===== src/rtl/fade_sequencer.sv =====
module fade_sequencer #(
  parameter int DUTY_W = 12,
  parameter int SEGS   = 16,
  parameter int FW     = 10
) (
  input  logic                 clk,
  input  logic                 rst_n,
  input  logic                 ram_we,
  input  logic [$clog2(SEGS)-1:0] ram_addr,
  input  logic [3*FW+1:0]      ram_wdata,
  output logic [3*FW+1:0]      ram_rdata,
  input  logic [$clog2(SEGS+1)-1:0] seg_num,
  input  logic [DUTY_W-1:0]    duty_init,
  input  logic                 start,
  input  logic                 pause,
  input  logic                 resume,
  input  logic                 tick,
  output logic [DUTY_W-1:0]    duty,
  output logic                 fin_st,
  input  logic                 fin_ie,
  input  logic                 fin_clr,
  output logic                 fin_irq
);
  localparam int AW = $clog2(SEGS);
  localparam int CW = $clog2(SEGS+1);
  localparam int EW = 3*FW+2;

  logic [EW-1:0] mem [SEGS];
  logic [CW-1:0] seg_idx, total;
  logic [FW-1:0] cyc_cnt, stp_cnt;
  logic          running, paused;

  always_ff @(posedge clk)
    if (ram_we) mem[ram_addr] <= ram_wdata;
  assign ram_rdata = mem[ram_addr];

  logic [EW-1:0] cur;
  logic          e_dir;
  logic [FW-1:0] e_cyc, e_scl, e_cnt, cyc_lim;
  assign cur   = mem[seg_idx[AW-1:0]];
  assign e_dir = cur[0];
  assign e_cyc = cur[FW:1];
  assign e_scl = cur[2*FW:FW+1];
  assign e_cnt = cur[3*FW:2*FW+1];
  assign cyc_lim = (e_cyc == '0) ? FW'(1) : e_cyc;
  assign total = (seg_num > CW'(SEGS)) ? CW'(SEGS) : seg_num;

  logic [DUTY_W:0]   sum, ext;
  logic [DUTY_W-1:0] nxt;
  assign ext = {{(DUTY_W+1-FW){1'b0}}, e_scl};
  assign sum = {1'b0, duty} + ext;
  always_comb begin
    if (e_dir) nxt = sum[DUTY_W] ? '1 : sum[DUTY_W-1:0];
    else       nxt = ({1'b0, duty} < ext) ? '0 : duty - ext[DUTY_W-1:0];
  end

  logic act, ending, step_due, last_step;
  assign act       = running && !paused && !pause && !start;
  assign ending    = act && (seg_idx >= total);
  assign step_due  = ({1'b0, cyc_cnt} + 1'b1) >= {1'b0, cyc_lim};
  assign last_step = ({1'b0, stp_cnt} + 1'b1) == {1'b0, e_cnt};

  always_ff @(posedge clk or negedge rst_n) begin
    if (!rst_n) begin
      duty    <= '0;
      seg_idx <= '0;
      cyc_cnt <= '0;
      stp_cnt <= '0;
      running <= 1'b0;
      paused  <= 1'b0;
    end else if (start) begin
      duty    <= duty_init;
      seg_idx <= '0;
      cyc_cnt <= '0;
      stp_cnt <= '0;
      running <= 1'b1;
      paused  <= 1'b0;
    end else if (running) begin
      if (pause)       paused <= 1'b1;
      else if (resume) paused <= 1'b0;
      if (act) begin
        if (ending) begin
          running <= 1'b0;
        end else if (e_cnt == '0) begin
          seg_idx <= seg_idx + 1'b1;
          cyc_cnt <= '0;
          stp_cnt <= '0;
        end else if (tick) begin
          if (step_due) begin
            duty    <= nxt;
            cyc_cnt <= '0;
            if (last_step) begin
              seg_idx <= seg_idx + 1'b1;
              stp_cnt <= '0;
            end else begin
              stp_cnt <= stp_cnt + 1'b1;
            end
          end else begin
            cyc_cnt <= cyc_cnt + 1'b1;
          end
        end
      end
    end
  end

  always_ff @(posedge clk or negedge rst_n) begin
    if (!rst_n)       fin_st <= 1'b0;
    else if (ending)  fin_st <= 1'b1;
    else if (fin_clr) fin_st <= 1'b0;
  end

  assign fin_irq = fin_st & fin_ie;
endmodule



===== config.mk =====
export PLATFORM = sky130hd
export DESIGN_NAME = fade_sequencer
export DESIGN_NICKNAME = d
export VERILOG_FILES = /design/src/rtl/fade_sequencer.sv
export SDC_FILE = /design/constraint.sdc
export NUM_CORES = 1
export LEC_CHECK = 0
export BUFFER_PORTS_ARGS = -buffer_cell sky130_fd_sc_hd__buf_4
export CORE_UTILIZATION = 40
export CTS_CLUSTER_DIAMETER = 150
export DETAILED_ROUTE_END_ITERATION = 6
export GPL_ROUTABILITY_DRIVEN = 1
export PLACE_DENSITY = 0.6
export SYNTH_ARGS = -nofsm -noshare
export SYNTH_HDL_FRONTEND = slang
export SYNTH_SLANG_ARGS = --single-unit

===== constraint.sdc =====
create_clock -name clk -period 14.05 [get_ports clk]
set_input_delay 2.81 -clock clk [delete_from_list [all_inputs] [get_ports clk]]
set_output_delay 2.81 -clock clk [all_outputs]
set_load 0.05 [all_outputs]

==> results by group <==
Detailed routing
  – Routed WL: 69870 µm
  – Detailed Route Iter0 Violations: 1427
  – TritonRoute pass-1 iters: 5
  – # DRC: 0
  – Via count: 15143
  – Post-route ant nets: 0
  – Vias per std cell: 6.074
  – Avg WL per Cell: 28.03 µm

Finish
  – Layout fillers: 5506
  – Ratio of cells with drive above 1 in the final layout: 34.81%
  – Non-filler cells, final: 2493
  – FF/Latch Area: 0.01639 mm²
  – Antenna diode count: 0
  – Multi-input gate area: 0.01009 mm²
  – Area grow syn2layout: 14.73%
  – Layout Nets: 1678

Global routing
  – Antenna violations before repair: 0
  – First-pass GRT wire length: 103200 µm
  – Overflow after GRT: 0
  – Vias in the first global route: 15842
  – Largest net degree at the start of global routing: 79
  – GRT Total Usage: 20.82%

Setup path
  – R2r worst-path depth: 14
  – RR Startpoint: seg_idx[0]
  – CP arrival: 5.60 ns
  – CP Data Required Time: 11.24 ns
  – Worst-path maximum fanout: 78
  – Setup crit end kind: output port
  – Reg2reg setup slack: 8.02 ns
  – CP Launch Type: input pin
  – WS Path Type: input pin to output port
  – FF-to-FF End: duty[8]

Placement
  – Placer congestion estimate: 0.8393
  – Buffers on Ports: 107
  – Post-DP HPWL: 41550 µm
  – Inst Count DP: 2377

Floorplanning
  – Die height: 261.4 µm
  – Die area: 0.06834 mm²
  – Horiz. Die Dim: 261.4 µm
  – Initial Util: 40.65%
  – Core area: 0.06622 mm²
  – I/O pin total: 108
  – Std-Cell Rows: 94

Yosys
  – Synthesized netlist net count: 1572
  – Synthesized area per cell: 18.31 µm²
  – Post-synth EDFFs: 512
  – Most frequent cell after synthesis: edfxtp_1
  – Synth Warn #: 0
  – Prevailing post-synth register cell: edfxtp_1
  – Area leader, netlist: edfxtp_1
  – Post-Synthesis Cells: 1470
  – Synth area leaders: edfxtp_1, mux4_2, dfrtp_1
  – Cell Area, Synth: 0.02692 mm²
  – Top-area cell type share of the netlist area: 57.12%
  – Asr flop ratio synth: 7.246%
  – Netlist cell types: 64
  – Sequential area share after synthesis: 60.83%
  – Most common library cells after synthesis: edfxtp_1, mux4_2, nand2_1, clkbuf_1, nor2_1
  – Flops & latches, synth: 552

CTS
  – Clock buffer depth: 3
  – CTS resizes: 0
  – CTS sink count: 552
  – CTS H-tree depth: 2
  – CTS Root Cell: clkbuf_16
  – CTS tree: done
  – Setup Buffers After CTS: 0
  – Clock Latency Late Sink: 0.65 ns
  – Clock slew at reported path FFs: 0.06 ns
  – Post-CTS Hold Fix Bufs: 0
  – Num CTS Buffers: 61

STA
  – Fin. Hold Viols: 0
  – Period utilization: 59.84%
  – Pins Over Slew Limit: 0
  – RSZ-0062 raised after global routing: false
  – Setup TNS: 0 ns
  – Worst Tran Pin Value: 1.290 ns
  – Worst hold slack: 0.5388 ns
  – Relative slew slack: 13.28%
  – Max Clk Rate: 118.9 MHz
  – Clk_skew: 0.03601 ns
  – Minimum clock period: 8.407 ns
  – Setup-failing EPs final: 0

Worst hold path
  – Worst Hold Path Cells: 2
  – Hold_sp: stp_cnt[1]
  – Worst Hold Path EP: stp_cnt[1]
  – Worst hold path class: register to register

Status
  – Outcome: completed

Pwr
  – Leak pwr: 10.09 nW
  – PD cells: 146.3 mW/mm²
  – VDD IR max: 0.08337 mV

Flow run
  – Max capacitance violation total: 0
-- layout make-up --
class	instances	share of cell area [%]
Sequential cell	552	53.06
Multi-Input combinational cell	780	32.68
Clock buffer	77	5.396
Tap cell	864	3.500
Timing Repair Buffer	139	3.411
Clock inverter	39	1.434
Inverter	42	0.5105
-- critical path, cell delays in order --
cell and delay, ns:
buf_6 0.61, buf_4 0.87, mux4_2 0.41, mux4_2 0.57, buf_4 0.23
-- per-layer routing --
layer / track usage [%] / part of all wire, % / wire (µm) / vias up
met4: 6.799 / 2.8 / 1922 / 0
li1: - / - / - / 6408
met5: 0 / 0 / 0 / -
met2: 34.48 / 49 / 34390 / 530
met1: 27.72 / 41 / 28950 / 8101
met3: 3.997 / 6.6 / 4604 / 104
-- power breakdown --
| part | total, mW | internal [mW] | switching [mW] |
|---|---|---|---|
| clock network | 1.65 | 0.973 | 0.678 |
| logic | 0.942 | 0.417 | 0.525 |
| registers | 1.92 | 1.85 | 0.0762 |
| total | 4.52 | 3.24 | 1.28 |
-- kinds of logic (layout without fill, tap and decap cells) --
logic type	Yosys count	after routing	synth area share, %
adders and majority gates	40	40	1.915
DFF	552	552	60.83
muxes	335	335	26.22
buffers and inverters	138	297	2.078
xor gates and xnor gates	22	22	0.7158
AOI/OAI and AO/OA	170	170	4.411
and+or+nand+nor	213	213	3.821
-- through the flow --
step | power (mW) | cell area, µm² | worst slack (ns) | utilization [%]
2_1_floorplan | 2.629 | 26920 | 6.037 | -
3_3_place_gp | 2.887 | 28770 | 5.625 | 43.45
3_5_place_dp | 2.901 | 28770 | 5.590 | 43.45
4_1_cts | 4.552 | 30880 | 5.585 | 46.64
5_1_grt | 4.692 | 30880 | 5.447 | 46.64
6_report | 4.517 | 30880 | 5.643 | 46.64
-- worst max-delay path by stage --
stage | from | end | slack [ns] | cells past startpoint
floorplan | ram_addr[0] | ram_rdata[0] | 6.04 | 5
global placement | ram_addr[0] | ram_rdata[4] | 5.62 | 5
detailed placement | ram_addr[0] | ram_rdata[4] | 5.59 | 5
CTS | ram_addr[0] | ram_rdata[4] | 5.59 | 5
global route | ram_addr[0] | ram_rdata[4] | 5.45 | 5
finish | ram_addr[1] | ram_rdata[2] | 5.64 | 5
-- cells in the final DEF, fill, tap and decap left out, types with 16 or more instances in the layout --
master / n
a21oi_1: 28
nand3_1: 18
nand2_1: 63
nor2_1: 36
mux4_2: 296
dfrtp_1: 36
nand2b_1: 18
inv_1: 40
edfxtp_1: 512
mux2i_1: 37
buf_4: 137
ha_1: 38
o21ai_0: 31
clkbuf_16: 61
o31ai_1: 16
-- flip-flops by register name (all words and copies together), names as in the netlist --
register and count:
mem 512, duty 12, cyc_cnt 10, stp_cnt 10, seg_idx 5, fin_st 1
paused 1, running 1
Power figures use the tool's default switching activity.
